File: src/rtl/wrb_pkg.sv
package wrb_pkg;
  localparam int HOST_DW = 32;
  localparam int WIDE_DW = 64;

  localparam logic [5:0] OFS_DHI  = 6'h00;
  localparam logic [5:0] OFS_DLO  = 6'h04;
  localparam logic [5:0] OFS_CMD  = 6'h08;
  localparam logic [5:0] OFS_RST  = 6'h18;
  localparam logic [5:0] OFS_STAT = 6'h1C;
  localparam logic [5:0] OFS_IRQ  = 6'h20;

  localparam int CMD_WR_BIT    = 31;
  localparam int STAT_ERR_BIT  = 31;
  localparam int STAT_BUSY_BIT = 0;

  typedef struct packed {
    logic dhi;
    logic dlo;
    logic cmd;
    logic rst;
    logic irq;
  } wr_strobe_t;
endpackage

File: src/rtl/wrb_host_dec.sv
module wrb_host_dec
  import wrb_pkg::*;
#(
  parameter int AW = 6
) (
  input  logic                wr_en,
  input  logic [AW-1:0]       addr,
  input  logic [WIDE_DW-1:0]  stage,
  input  logic                err,
  input  logic                busy,
  input  logic                done,
  output wr_strobe_t          stb,
  output logic [HOST_DW-1:0]  rdata
);
  always_comb begin
    stb = '0;
    if (wr_en) begin
      case (addr)
        AW'(OFS_DHI): stb.dhi = 1'b1;
        AW'(OFS_DLO): stb.dlo = 1'b1;
        AW'(OFS_CMD): stb.cmd = 1'b1;
        AW'(OFS_RST): stb.rst = 1'b1;
        AW'(OFS_IRQ): stb.irq = 1'b1;
        default:      stb = '0;
      endcase
    end
  end

  always_comb begin
    rdata = '0;
    case (addr)
      AW'(OFS_DHI):  rdata = stage[63:32];
      AW'(OFS_DLO):  rdata = stage[31:0];
      AW'(OFS_STAT): begin
        rdata[STAT_ERR_BIT]  = err;
        rdata[STAT_BUSY_BIT] = busy;
      end
      AW'(OFS_IRQ):  rdata[0] = done;
      default:       rdata = '0;
    endcase
  end
endmodule

File: src/rtl/wrb_cmd_seq.sv
module wrb_cmd_seq
  import wrb_pkg::*;
#(
  parameter int          NREGS      = 16,
  parameter logic [30:0] BASE       = 31'h0007_0000,
  parameter int          ACCESS_LAT = 3,
  localparam int         IW         = (NREGS > 1) ? $clog2(NREGS) : 1,
  localparam int         CW         = $clog2(ACCESS_LAT + 1)
) (
  input  logic               clk,
  input  logic               rst_n,
  input  wr_strobe_t         stb,
  input  logic [HOST_DW-1:0] wdata,
  input  logic               inject,
  input  logic [WIDE_DW-1:0] rd_word,
  output logic [WIDE_DW-1:0] stage,
  output logic               err,
  output logic               busy,
  output logic               done,
  output logic               acc_we,
  output logic [IW-1:0]      acc_idx,
  output logic [WIDE_DW-1:0] acc_wdata
);
  logic [WIDE_DW-1:0] stage_q, stage_d;
  logic               err_q, err_d;
  logic               busy_q, busy_d;
  logic               done_q, done_d;
  logic [CW-1:0]      cnt_q, cnt_d;
  logic               dir_q;
  logic [30:0]        addr_q;
  logic               cmd_acc;
  logic [30:0]        offset;
  logic               hit;
  logic               finish;
  logic               fail;

  assign offset  = addr_q - BASE;
  assign hit     = (addr_q >= BASE) && (offset < 31'(NREGS));
  assign finish  = busy_q && (cnt_q == '0) && !stb.rst;
  assign fail    = !hit || inject;
  assign cmd_acc = stb.cmd && !busy_q;

  assign acc_we    = finish && dir_q && !fail;
  assign acc_idx   = offset[IW-1:0];
  assign acc_wdata = stage_q;

  always_comb begin
    stage_d = stage_q;
    err_d   = err_q;
    busy_d  = busy_q;
    done_d  = done_q;
    cnt_d   = cnt_q;
    if (stb.irq) done_d = 1'b0;
    if (stb.rst) begin
      stage_d = '0;
      err_d   = 1'b0;
      busy_d  = 1'b0;
      cnt_d   = '0;
    end else if (busy_q) begin
      if (cnt_q == '0) begin
        busy_d = 1'b0;
        done_d = 1'b1;
        if (fail)        err_d   = 1'b1;
        else if (!dir_q) stage_d = rd_word;
      end else begin
        cnt_d = cnt_q - CW'(1);
      end
    end else begin
      if (stb.dhi) stage_d[63:32] = wdata;
      if (stb.dlo) stage_d[31:0]  = wdata;
      if (stb.cmd) begin
        busy_d = 1'b1;
        cnt_d  = CW'(ACCESS_LAT - 1);
      end
    end
  end

  always_ff @(posedge clk or negedge rst_n) begin
    if (!rst_n) begin
      stage_q <= '0;
      err_q   <= 1'b0;
      busy_q  <= 1'b0;
      done_q  <= 1'b0;
      cnt_q   <= '0;
    end else begin
      stage_q <= stage_d;
      err_q   <= err_d;
      busy_q  <= busy_d;
      done_q  <= done_d;
      cnt_q   <= cnt_d;
    end
  end

  always_ff @(posedge clk or negedge rst_n) begin
    if (!rst_n) begin
      dir_q  <= 1'b0;
      addr_q <= '0;
    end else if (cmd_acc) begin
      dir_q  <= wdata[CMD_WR_BIT];
      addr_q <= wdata[30:0];
    end
  end

  assign stage = stage_q;
  assign err   = err_q;
  assign busy  = busy_q;
  assign done  = done_q;

  AST_BUSY_HOLDS: assert property (@(posedge clk) disable iff (!rst_n)
    busy_q && (cnt_q != '0) && !stb.rst |=> busy_q);
  AST_STAGE_FROZEN: assert property (@(posedge clk) disable iff (!rst_n)
    busy_q && (cnt_q != '0) && !stb.rst |=> $stable(stage_q));
  AST_ERR_STICKY: assert property (@(posedge clk) disable iff (!rst_n)
    err_q && !stb.rst |=> err_q);
  AST_RST_CLEARS: assert property (@(posedge clk) disable iff (!rst_n)
    stb.rst |=> !err_q && !busy_q && (stage_q == '0));
  AST_DONE_SET: assert property (@(posedge clk) disable iff (!rst_n)
    busy_q && (cnt_q == '0) && !stb.rst |=> done_q);
endmodule

File: src/rtl/wrb_reg_store.sv
module wrb_reg_store
  import wrb_pkg::*;
#(
  parameter int  IW    = 4,
  localparam int DEPTH = 1 << IW
) (
  input  logic               clk,
  input  logic               rst_n,
  input  logic               we,
  input  logic [IW-1:0]      idx,
  input  logic [WIDE_DW-1:0] wdata,
  output logic [WIDE_DW-1:0] rdata
);
  logic [WIDE_DW-1:0] mem [DEPTH];

  for (genvar g = 0; g < DEPTH; g++) begin : g_ent
    logic ent_en;
    assign ent_en = we && (idx == IW'(g));
    always_ff @(posedge clk or negedge rst_n) begin
      if (!rst_n)      mem[g] <= '0;
      else if (ent_en) mem[g] <= wdata;
    end
  end

  assign rdata = mem[idx];

  AST_WR_LANDS: assert property (@(posedge clk) disable iff (!rst_n)
    we |=> rdata == $past(wdata));
endmodule

File: src/rtl/wide_reg_bridge.sv
module wide_reg_bridge
  import wrb_pkg::*;
#(
  parameter int          HOST_AW    = 6,
  parameter int          NREGS      = 16,
  parameter logic [30:0] BASE       = 31'h0007_0000,
  parameter int          ACCESS_LAT = 3,
  localparam int         IW         = (NREGS > 1) ? $clog2(NREGS) : 1
) (
  input  logic               clk,
  input  logic               rst_n,
  input  logic               host_wr,
  input  logic [HOST_AW-1:0] host_addr,
  input  logic [31:0]        host_wdata,
  output logic [31:0]        host_rdata,
  input  logic               err_inject,
  output logic               irq_o
);
  logic [1:0]         rst_sync_q;
  logic               rst_n_s;
  wr_strobe_t         stb;
  logic [WIDE_DW-1:0] stage;
  logic               err, busy, done;
  logic               acc_we;
  logic [IW-1:0]      acc_idx;
  logic [WIDE_DW-1:0] acc_wdata, rd_word;

  always_ff @(posedge clk or negedge rst_n) begin
    if (!rst_n) rst_sync_q <= 2'b00;
    else        rst_sync_q <= {rst_sync_q[0], 1'b1};
  end
  assign rst_n_s = rst_sync_q[1];

  wrb_host_dec #(.AW(HOST_AW)) dec_i (
    .wr_en(host_wr), .addr(host_addr), .stage(stage), .err(err),
    .busy(busy), .done(done), .stb(stb), .rdata(host_rdata)
  );

  wrb_cmd_seq #(.NREGS(NREGS), .BASE(BASE), .ACCESS_LAT(ACCESS_LAT)) seq_i (
    .clk(clk), .rst_n(rst_n_s), .stb(stb), .wdata(host_wdata),
    .inject(err_inject), .rd_word(rd_word), .stage(stage), .err(err),
    .busy(busy), .done(done), .acc_we(acc_we), .acc_idx(acc_idx),
    .acc_wdata(acc_wdata)
  );

  wrb_reg_store #(.IW(IW)) store_i (
    .clk(clk), .rst_n(rst_n_s), .we(acc_we), .idx(acc_idx),
    .wdata(acc_wdata), .rdata(rd_word)
  );

  assign irq_o = done;
endmodule

File: config.mk
export PLATFORM = sky130hd
export DESIGN_NAME = wide_reg_bridge
export DESIGN_NICKNAME = d
export VERILOG_FILES = /design/src/rtl/wrb_pkg.sv /design/src/rtl/wrb_host_dec.sv /design/src/rtl/wrb_cmd_seq.sv /design/src/rtl/wrb_reg_store.sv /design/src/rtl/wide_reg_bridge.sv
export SDC_FILE = /design/constraint.sdc
export NUM_CORES = 1
export LEC_CHECK = 0
export BUFFER_PORTS_ARGS = -buffer_cell sky130_fd_sc_hd__clkbuf_2
export CAP_MARGIN = 10
export CORE_MARGIN = 3
export CORE_UTILIZATION = 63
export CTS_CLUSTER_SIZE = 40
export DETAILED_ROUTE_END_ITERATION = 7
export GPL_TIMING_DRIVEN = 1
export PLACE_DENSITY = 0.8
export SYNTH_ARGS = -nofsm -noshare
export SYNTH_HDL_FRONTEND = slang
export SYNTH_SLANG_ARGS = --single-unit
File: constraint.sdc
create_clock -name clk -period 46.2 [get_ports clk]
set_clock_uncertainty 0.1 [all_clocks]
set_input_delay 2.31 -clock clk [delete_from_list [all_inputs] [get_ports clk]]
set_output_delay 2.31 -clock clk [all_outputs]
set_load 0.01 [all_outputs]
Word level (Yosys, flattened, before mapping)
Cells that the tools add are included.
- register bits: 1127
- output and inout port bits: 33
- $add $sub $neg: 2
- order comparisons: 3
- equal/unequal tests: 24
- mux-type cells: 35
- bitwise gates (word level): 1
- reduce and logical (&&, ||, !) cells: 40
- operators with widths (kind ; count):
    2-to-1 mux 64 bit ; 7
    binary-select mux 64 bit (select 4 bit) ; 1
    2-to-1 mux 32 bit ; 2
    case mux 30 bit (2 select lines) ; 1
    == test 4 bit (second input constant) ; 8
    greater-or-equal comparator 31 x 19 -> 1 bit (second input constant) ; 1
    less-than comparator 31 x 5 -> 1 bit (second input constant) ; 1
    subtractor 31 x 19 -> 31 bit (second input constant) ; 1
    logical AND 1 bit ; 22
    2-to-1 mux 1 bit ; 17
    == test 4 x 3 -> 1 bit (second input constant) ; 4
    == test 6 x 5 -> 1 bit (second input constant) ; 2
    inequality test 3 x 2 -> 1 bit (second input constant) ; 4
    nonzero test 3 bit ; 3
    == test 4 x 2 -> 1 bit (second input constant) ; 2
    2-to-1 mux 2 bit ; 4
    AND reduction 4 bit ; 2
    == test 6 x 3 -> 1 bit (second input constant) ; 1
    == test 6 x 4 -> 1 bit (second input constant) ; 1
    == test 6 bit (second input constant) ; 1
    logical NOT 6 bit ; 1
    nonzero test 2 bit ; 3
    greater-or-equal comparator 5 bit (second input constant) ; 1
    2-to-1 mux 5 bit ; 1
    11 further kinds ; 14

Depth between registers and ports, before layout
Gate-level depths: netlist of the first run.
- depth in word-level cells: 10
- depth in mapped cells: 9

Hierarchy
Synthesis of the first run repeated with hierarchy kept, for this count alone.
- cell total of the unflattened synthesis: 3429
- area total of the unflattened synthesis: 52315.2 um^2
- by module, submodules not included (module ; instances ; cells an instance ; area an instance (um^2) ; seq. area each (um^2)):
    wrb_reg_store ; 1 ; 2777 ; 45469.9 ; 25624.6
    wrb_cmd_seq ; 1 ; 591 ; 6301.0 ; 2527.4
    wrb_host_dec ; 1 ; 58 ; 490.5 ; 0.0
    wide_reg_bridge ; 1 ; 3 ; 53.8 ; 50.0

Least setup slack after synthesis of the first run
OpenSTA, ideal clock, no wires.
- kind: input port to output port
- from: in host_addr[4]
- to: out host_rdata[10]
- data arrival time: 3.500 ns
- data required time: 43.790 ns
- path slack: 40.290 ns
- stages: 6
- buffers on the path: 3
- cell sequence: clkbuf_1 -> nor3_1 -> and2_1 -> clkbuf_1 -> clkbuf_1 -> a22o_1
- word-level cells in the longest chain between the ends: 2
- ends and longest elaborated chain (item ; line ; text):
    from (decl) ; wide_reg_bridge.sv:13 ; input logic [HOST_AW-1:0] host_addr,
    == test 6 x 3 -> 1 bit or logical NOT 6 bit (tied branches) ; wrb_host_dec.sv:31 ; case (addr)
    case mux 30 bit (2 select lines) * ; wrb_host_dec.sv:31 ;
    to (decl) ; wide_reg_bridge.sv:15 ; output logic [31:0] host_rdata,
Every way passes the cells marked *; elsewhere a longest branch is shown, timed or not.

Worst setup path in the final report of the first run
- from: in host_addr[3]
- to: out host_rdata[0]
- word-level cells in the longest chain between the ends: 2
- ends and longest elaborated chain (item ; line):
    == test 6 bit (tied with other cells) ; wrb_host_dec.sv:31
    case mux 1 bit (4 select lines) * ; wrb_host_dec.sv:31
Marked as above.

==> results of run 1 <==
placed cells by master, fill, tap and decap left out, drive strengths merged, types with 10 or more instances in the layout:
cell type  Yosys  final
nand2         10     10
mux2        1121   1121
a22oi         64     64
buf          146     49
mux4         256    256
dfrtp       1127   1127
nor4          10     10
clkinv         0     31
o21ai         68     68
a22o          94     94
mux2i         65     65
nand3         15     15
clkbuf       139    240
nor2          10     10
final timing paths:
path,start,end,slack (ps),cells after the start
worst max-delay path,host_addr[3],host_rdata[0],39220,6
worst min-delay path,rst_sync_q[0]$_DFF_PN0_,rst_sync_q[1]$_DFF_PN0_,250,0
worst max register to register,seq_i.addr_q[0]$_DFFE_PN0P_,seq_i.acc_wdata[16]$_DFFE_PN0P_,40950,8
worst min register to register,rst_sync_q[0]$_DFF_PN0_,rst_sync_q[1]$_DFF_PN0_,250,0
max in group asynchronous,rst_sync_q[1]$_DFF_PN0_,store_i.mem[196]$_DFFE_PN0P_,41630,4
min in group asynchronous,rst_sync_q[1]$_DFF_PN0_,store_i.mem[823]$_DFFE_PN0P_,350,0
per-stage QoR:
step | setup WS [ps] | hold slack, ps | util [%]
finish | 39220 | 249 | 70.3
global route | 39160 | 257 | 70.3
CTS | 39220 | 251 | 70.3
detailed placement | 39230 | 237 | 65.4
global placement | 39440 | 234 | 65.4
floorplan | 12360 | 231 | -
cells by family (layout without fill, tap and decap cells):
kind of cell / after synthesis / count (layout) / synth area share (%)
other cells: 1 / 3 / 0.00737
flops: 1127 / 1127 / 55.4
simple gates: 85 / 85 / 1.24
xor+xnor: 1 / 1 / 0.0172
buf+inv: 288 / 337 / 2.38
fa+ha+maj: 2 / 2 / 0.0492
compound gates: 242 / 242 / 3.47
mux: 1442 / 1442 / 37.4
registers in the layout, indices dropped and copies added (netlist names):
name	count
rst_sync_q	2
seq_i.busy	1
seq_i.cnt_q	2
seq_i.err	1
store_i.mem	1024
seq_i.done	1
seq_i.addr_q	31
seq_i.acc_wdata	64
seq_i.dir_q	1
per-layer routing:
layer / GRT usage, % / part of all wire, % / vias to the layer above
li1: - / - / 12000
met1: 42.3 / 41 / 16200
met2: 49.8 / 49 / 1093
met3: 6.27 / 7.1 / 261
met4: 10.2 / 3.1 / 0
met5: 0 / 0 / -
power breakdown:
group	switching, W	internal, W	leakage (nW)
sequential	0.000105	0.00101	15.6
clock	0.000384	0.000561	1.95
combinational	0.000121	0.0000773	9.61
cell type report:
cell class              instances  share of cell area (%)
flip-flops and latches       1127                    50.5
multi-input cells            1773                    38.7
clock buffers                 166                    6.10
well taps                    1050                    2.35
repair buffers                123                    1.39
clock inverters                45                   0.906
inverters                       3                  0.0201
diodes                          2                 0.00895
==> results.yml, run 1 <==
status:
  status: "finished, final reports clean"
logic_synthesis:
  mappedNetlistNets: 3232
  yosys_warnings: 0
  avgSynthCellArea_um2: 16.0
  synth-edff-count: 0
  ys_top_cells_by_count: "1,127 x dfrtp_1, 964 x mux2_2, 256 x mux4_2, 157 x mux2_1, 139 x clkbuf_1"
  synth_seq_cells: 1127
  synthTopCellsByArea: "dfrtp_1 55%, mux2_2 21%, mux4_2 11%, mux2_1 3.5%, a22o_1 1.6%"
  synthArstFlopShare_pct: 100
  syn_area_um2: 50900
  yosys.area.top_type: "dfrtp_1"
  synth_cell_types: 44
  synth_ff_type: "dfrtp_1"
  synth-seq-area-share_pct: 55.4
  syn_inst: 3188
  yosysMostFrequentCell: "dfrtp_1"
  synth_top_area_share_pct: 55.4
sta:
  relSlewSlack_pct: 22.3
  period_minus_slack_ps: 6980
  finalSetupViolations: 0
  fin_setup_tns_ps: 0
  fmax_ghz: 0.143
  worst_slew_pin_slew_ps: 1170
  final.period_utilization_pct: 15.1
  hold_violations: 0
  rsz0062_at_grt: "no"
  finalMaxSlewViolations: 0
floorplanning:
  die_w_um: 290
  pin_count: 75
  core-area_um2: 79500
  std_cell_rows: 103
  dieArea_um2: 84200
  die_y_um: 290
  initial_core_util_pct: 64.0
route:
  final_antenna_net_count: 0
  totalWireLength_um: 129000
  post_drt_wl_per_cell_um: 30.0
  drc: 0
  vias: 29600
  drtPass1Iterations: 7
  viasPerCell: 6.89
  drt_iter0_markers: 2626
worst_setup_path:
  critPathKind: "in -> out"
  cp_slowest_cell: "and2_2"
  required_ps: 43790
  cpMostUsedCell: "clkbuf_2"
  crit_path_end_kind: "output pin"
  arrival_ps: 4570
  start_kind: "input port"
  cp.buffers_inverters: 2
  slowest_delay_ps: 980
  path_cells: "clkbuf_2 > nor3_1 > and2_2 > nand2_1 > o211ai_1 > clkbuf_2"
  crit_path_max_fanout: 33
  cp_top_family: "simple AND/OR/NAND/NOR gates"
power:
  power.leakage_nw: 27.2
  p_per_area_nw_per_um2: 40.4
  total_power_w: 0.00226
  vdd_ir_drop_max_v: 0.0000288
place:
  place_area_um2: 52000
  globalplace.congestion: 0.776
  dp_hpwl_um: 71000
  portBuffers: 74
  dp.cells: 4076
cells_and_area:
  nFillCells: 4891
  nets: 3186
  drive_gt1_share_pct: 48.7
  multi_input_area_um2: 21700
  design_area_um2: 55900
  syn_to_final_growth_pct: 9.86
  seq_area_um2: 28200
  instances_no_fill: 4289
grt:
  antenna_found_initial: 3
  groute.usage.overall_pct: 30.7
  grt_pass1_vias: 32100
  grt_max_degree: 193
  gr-total-overflow: 0
  grt_pass1_wl_um: 197000
cts:
  cts_resized: 0
  htree_levels: 3
  cts_buffers: 114
  cts-root-buf: "clkbuf_16"
  clockBufferDepth: 3
  clk_latency_ps: 680
  cts_num_sinks: 1127
  clk_pin_slew_worst_paths_ps: 60
  cts_hold_buf: 0
  cts_tree: "yes"
  post_cts.repair.setup_buffers: 0
min_path:
  min_path_type: "reg -> reg"
flow_run:
  maxCapViolCount: 0
Power figures use the tool's default switching activity.
==> inputs of run 2 (changes only) <==
==> constraint.sdc (replaced) <==
create_clock -name clk -period 7.05 [get_ports clk]
set_clock_uncertainty 0.1 [all_clocks]
set_input_delay 0.3525 -clock clk [delete_from_list [all_inputs] [get_ports clk]]
set_output_delay 0.3525 -clock clk [all_outputs]
set_load 0.01 [all_outputs]
==> run 2 against run 1 <==
Against the previous run:
- combinational power rose to 6.7 times the previous value
- setup slack worse by 37000 ps
- count of clock-buffer cells in the layout grew 2
- critical path depth increased by 2
- utilization grew 0.60 points
- first-iteration DRC count fell by 9.8%
- sequential cell count unchanged
- sequential power rose to 6.5 times the previous value
- wire length fell by 0.83%
- register-to-register slack worse by 39000 ps
- total power grew to 6.6 times the previous value
- critical endpoint is now store_i.mem[674]$_DFFE_PN0P_
- largest cell class unchanged
- largest power group unchanged
==> results.yml, run 2 (synthesis gave the netlist of run 1 again) <==
cts:
  cts_resized: 0
  cts_buffers: 113
  htree_levels: 3
  cts_num_sinks: 1127
  cts-root-buf: "clkbuf_16"
  clk_latency_ps: 680
  cts_tree: "yes"
  clockBufferDepth: 3
  clk_pin_slew_worst_paths_ps: 60
grt:
  grt_pass1_wl_um: 199000
  grtUsageMet3_pct: 5.76
  gr-total-overflow: 0
  grt_max_degree: 178
  groute.usage.overall_pct: 30.8
  busiest_layer: "met2"
  grt_pass1_vias: 32600
  use_met2_pct: 49.8
  use_met1_pct: 42.1
  antenna_found_initial: 3
cells_and_area:
  multi_input_area_um2: 21700
  syn_to_final_growth_pct: 10.8
  final_cell_mix: "1,122 x dfrtp_1, 964 x mux2_2, 256 x mux4_2"
  fin_util_pct: 70.9
  drive_gt1_share_pct: 48.1
  seq_area_um2: 28200
  design_area_um2: 56400
  largest_reg_flops: 1024
  nFillCells: 4916
  instances_no_fill: 4325
  top_register: "store_i.mem"
  nets: 3222
  mostFrequentLayoutCell: "dfrtp_1"
route:
  drtPass1Iterations: 5
  final_antenna_net_count: 0
  vias: 29600
  viasPerCell: 6.85
  post_drt_wl_per_cell_um: 29.5
  totalWireLength_um: 128000
  drt_iter0_markers: 2369
  drc: 0
worst_setup_path:
  path_cells: "ha_1 > a211oi_1 > nand2_1 > or4b_2 > nand4_2 > nand3_4 > buf_4 > mux2_2"
  arrival_ps: 5220
  slowest_delay_ps: 1030
  start_kind: "flop"
  critPathKind: "reg -> reg"
  crit_path_end_kind: "flop"
  cp_slowest_cell: "nand3_4"
  crit_path_max_fanout: 44
  required_ps: 7500
power:
  vdd_ir_drop_max_v: 0.000222
  p_per_area_nw_per_um2: 263
  total_power_w: 0.0148
  power.leakage_nw: 27.4
sta:
  fmax_ghz: 0.209
  final.period_utilization_pct: 67.7
  finalMaxSlewViolations: 0
  hold_violations: 0
  finalSetupViolations: 0
  rsz0062_at_grt: "no"
  worst_slew_pin_slew_ps: 1180
  relSlewSlack_pct: 21.4
  period_minus_slack_ps: 4770
floorplanning:
  initial_core_util_pct: 64.0
  die_y_um: 290
  die_w_um: 290
  pin_count: 75
  std_cell_rows: 103
  core-area_um2: 79500
  dieArea_um2: 84200
min_path:
  min_path_type: "in -> reg"
flow_run:
  maxCapViolCount: 0
place:
  dp.cells: 4079
  portBuffers: 74
  globalplace.congestion: 0.767
  dp_hpwl_um: 69800
  place_area_um2: 52100
status:
  status: "finished, final reports clean"
run 2: stage by stage:
stage               hold slack [ps]  setup WS, ps   TNS, ps
detailed placement             42.5          2300         0
global placement               39.1          2350         0
finish                         24.9          2280         0
global route                   25.5          2100         0
floorplan                     -43.1         -3850  -4327290
CTS                            1.25          2290         0
run 2: timing repair:
item	CTS	global route
hold buffers	34	0
buffers inserted	0	0
endpoints found under the hold margin	36	0
run 2: routing by layer:
| metal | vias up | part of all wire (%) |
|---|---|---|
| li1 | 12000 | - |
| met1 | 16200 | 40 |
| met2 | 1092 | 49 |
| met3 | 287 | 7.0 |
| met4 | 0 | 3.6 |
| met5 | - | 0 |
run 2: worst paths after layout:
path	start	slack, ps	cells after the start	to
max in group asynchronous	rst_sync_q[1]$_DFF_PN0_	4520	2	seq_i.addr_q[3]$_DFFE_PN0P_
hold reg to reg	rst_sync_q[0]$_DFF_PN0_	250	0	rst_sync_q[1]$_DFF_PN0_
setup / recovery	seq_i.addr_q[17]$_DFFE_PN0P_	2280	8	store_i.mem[674]$_DFFE_PN0P_
hold / removal	host_wdata[8]	20	2	seq_i.addr_q[8]$_DFFE_PN0P_
min in group asynchronous	rst_sync_q[1]$_DFF_PN0_	360	0	store_i.mem[376]$_DFFE_PN0P_
setup reg to reg	seq_i.addr_q[17]$_DFFE_PN0P_	2280	8	store_i.mem[674]$_DFFE_PN0P_
run 2: layout make-up:
class / instances / area share, %
Antenna cell: 4 / 0.0178
Clock inverter: 40 / 0.943
Inverter: 3 / 0.0200
Sequential cell: 1127 / 50.0
Timing Repair Buffer: 160 / 2.20
Multi-Input combinational cell: 1773 / 38.4
Clock buffer: 168 / 6.02
Tap cell: 1050 / 2.33
run 2: where the power goes:
group	switching [W]	internal [W]	leakage (nW)
Clock	0.00253	0.00373	1.94
Combinational	0.000789	0.000527	9.80
Sequential	0.000624	0.00661	15.6
run 2: critical path: cells and delay by family (launching register included):
family	cells	cell delay, ps
DFF	1	430
muxes	1	330
AOI/OAI and AO/OA	1	400
adders and majority gates	1	240
and+or+nand+nor	4	2510
buffers and inverters	1	610
==> inputs of run 3 (changes only) <==
--- a/config.mk
+++ b/config.mk
@@ -8,11 +8,11 @@
 export BUFFER_PORTS_ARGS = -buffer_cell sky130_fd_sc_hd__clkbuf_2
 export CAP_MARGIN = 10
 export CORE_MARGIN = 3
-export CORE_UTILIZATION = 63
+export CORE_UTILIZATION = 57
 export CTS_CLUSTER_SIZE = 40
 export DETAILED_ROUTE_END_ITERATION = 7
 export GPL_TIMING_DRIVEN = 1
-export PLACE_DENSITY = 0.8
+export PLACE_DENSITY = 0.76
 export SYNTH_ARGS = -nofsm -noshare
 export SYNTH_HDL_FRONTEND = slang
 export SYNTH_SLANG_ARGS = --single-unit
==> constraint.sdc (replaced) <==
create_clock -name clk -period 3.85 [get_ports clk]
set_clock_uncertainty 0.1 [all_clocks]
set_input_delay 0.1925 -clock clk [delete_from_list [all_inputs] [get_ports clk]]
set_output_delay 0.1925 -clock clk [all_outputs]
set_load 0.01 [all_outputs]
==> run 3 against run 2 <==
Against the previous run:
- utilization fell by 5.6 points
- sequential cell count did not move
- first-iteration DRC count rose by 0.80%
- sequential power rose by 84%
- critical path depth rose by 2
- critical path type unchanged
- largest cell class unchanged
- highest routed layer is now met5
==> results.yml, run 3 (synthesis gave the netlist of run 1 again) <==
place:
  dp_slack_ps: 368
  place_area_um2: 53100
  dp.cells: 4238
  globalplace.congestion: 0.780
  portBuffers: 74
  dp_hpwl_um: 74200
cts:
  clk_pin_slew_worst_paths_ps: 60
  cts_buffers: 113
  clockBufferDepth: 3
  htree_levels: 3
  cts_hold_buf: 41
  cts-root-buf: "clkbuf_16"
  cts_tree: "yes"
  clk_latency_ps: 700
  post_cts.repair.setup_buffers: 0
  cts_resized: 0
  cts_num_sinks: 1127
cells_and_area:
  syn_to_final_growth_pct: 12.6
  largest_reg_flops: 1024
  mostFrequentLayoutCell: "dfrtp_1"
  top_register: "store_i.mem"
  final_cell_mix: "1,122 x dfrtp_1, 964 x mux2_2, 256 x mux4_2"
  drive_gt1_share_pct: 48.8
  nets: 3283
  instances_no_fill: 4488
  design_area_um2: 57300
worst_setup_path:
  cp_slowest_cell: "or4b_2"
  crit_path_end_kind: "flop"
  critPathKind: "reg -> reg"
  start_kind: "flop"
  required_ps: 4320
  path_cells: "ha_1 > a211oi_1 > buf_4 > nand2_1 > or4b_2 > nand4_2 > buf_4 > nand3_4 > buf_4 > mux2_2"
  arrival_ps: 4040
  cpMostUsedCell: "buf_4"
  slowest_delay_ps: 660
  crit_path_max_fanout: 26
power:
  p_per_area_nw_per_um2: 471
  vdd_ir_drop_max_v: 0.000339
  power.leakage_nw: 27.8
route:
  totalWireLength_um: 131000
  post_drt_wl_per_cell_um: 29.1
  drc: 0
  drt_iter0_markers: 2388
  drtPass1Iterations: 5
  viasPerCell: 6.62
  final_antenna_net_count: 0
  vias: 29700
sta:
  layout_setup_ws_ps: 279
  finalSetupViolations: 0
  period_minus_slack_ps: 3570
  fmax_ghz: 0.280
  worst_slew_pin_slew_ps: 1210
  holdWs_ps: 66.4
  relSlewSlack_pct: 19.4
  finalMaxSlewViolations: 0
  rsz0062_at_grt: "no"
  hold_violations: 0
  final.period_utilization_pct: 92.8
floorplanning:
  dieArea_um2: 92900
  pin_count: 75
  die_w_um: 305
  initial_core_util_pct: 58.0
  core-area_um2: 87700
  die_y_um: 305
  std_cell_rows: 108
grt:
  grt_max_degree: 130
  groute.usage.overall_pct: 28.4
  grt_pass1_wl_um: 201000
  grt_pass1_vias: 32600
  gr-total-overflow: 0
  antenna_found_initial: 3
min_path:
  min_path_type: "in -> reg"
flow_run:
  maxCapViolCount: 0
status:
  status: "finished, final reports clean"
-- run 3: layout make-up --
| class | instances | area (µm²) |
|---|---|---|
| diodes | 2 | 5.00 |
| repair buffers | 221 | 2180 |
| flip-flops and latches | 1127 | 28200 |
| fillers | 5874 | 30400 |
| inverters | 3 | 11.3 |
| multi-input cells | 1773 | 21700 |
| clock buffers | 167 | 3340 |
| well taps | 1155 | 1450 |
| clock inverters | 40 | 453 |
-- run 3: final timing paths --
| kind | cells past startpoint | end | slack (ps) | startpoint |
|---|---|---|---|---|
| max | 10 | store_i.mem[644]$_DFFE_PN0P_ | 280 | seq_i.addr_q[17]$_DFFE_PN0P_ |
| min | 5 | seq_i.busy$_DFF_PN0_ | 70 | host_addr[0] |
| max reg2reg | 10 | store_i.mem[644]$_DFFE_PN0P_ | 280 | seq_i.addr_q[17]$_DFFE_PN0P_ |
| min reg2reg | 0 | rst_sync_q[1]$_DFF_PN0_ | 260 | rst_sync_q[0]$_DFF_PN0_ |
| max in group asynchronous | 1 | store_i.mem[1019]$_DFFE_PN0P_ | 2060 | rst_sync_q[1]$_DFF_PN0_ |
| min in group asynchronous | 3 | rst_sync_q[1]$_DFF_PN0_ | 280 | rst_n |
-- run 3: critical path: cells and delay by family (launching register included) --
family / cells / cell delay (ps)
and+or+nand+nor: 4 / 1170
DFF: 1 / 430
AOI/OAI and AO/OA: 1 / 280
adders and majority gates: 1 / 250
buffers and inverters: 3 / 810
muxes: 1 / 360
-- run 3: power breakdown --
part           leakage, nW  total (W)  internal (W)  switching (W)
clock network         1.86     0.0111       0.00641        0.00468
logic                 10.3    0.00263       0.00110        0.00153
registers             15.6     0.0133        0.0121        0.00115
total                 27.8     0.0270        0.0196        0.00736
-- run 3: metrics by stage --
stage          setup TNS, ps  util [%]  power, W
6_report                   0      65.4    0.0270
5_1_grt                    0      65.4    0.0279
4_1_cts                    0      65.3    0.0271
3_5_place_dp               0      60.6    0.0160
3_3_place_gp               0      60.6    0.0159
2_1_floorplan       -7927290         -    0.0148
-- run 3: routing by layer --
metal	vias up	wire length [µm]	global-route usage [%]
met4	2	3370	8.62
li1	12200	-	-
met2	966	65300	47.8
met1	16300	54600	38.8
met5	-	18	0
met3	238	7420	4.08
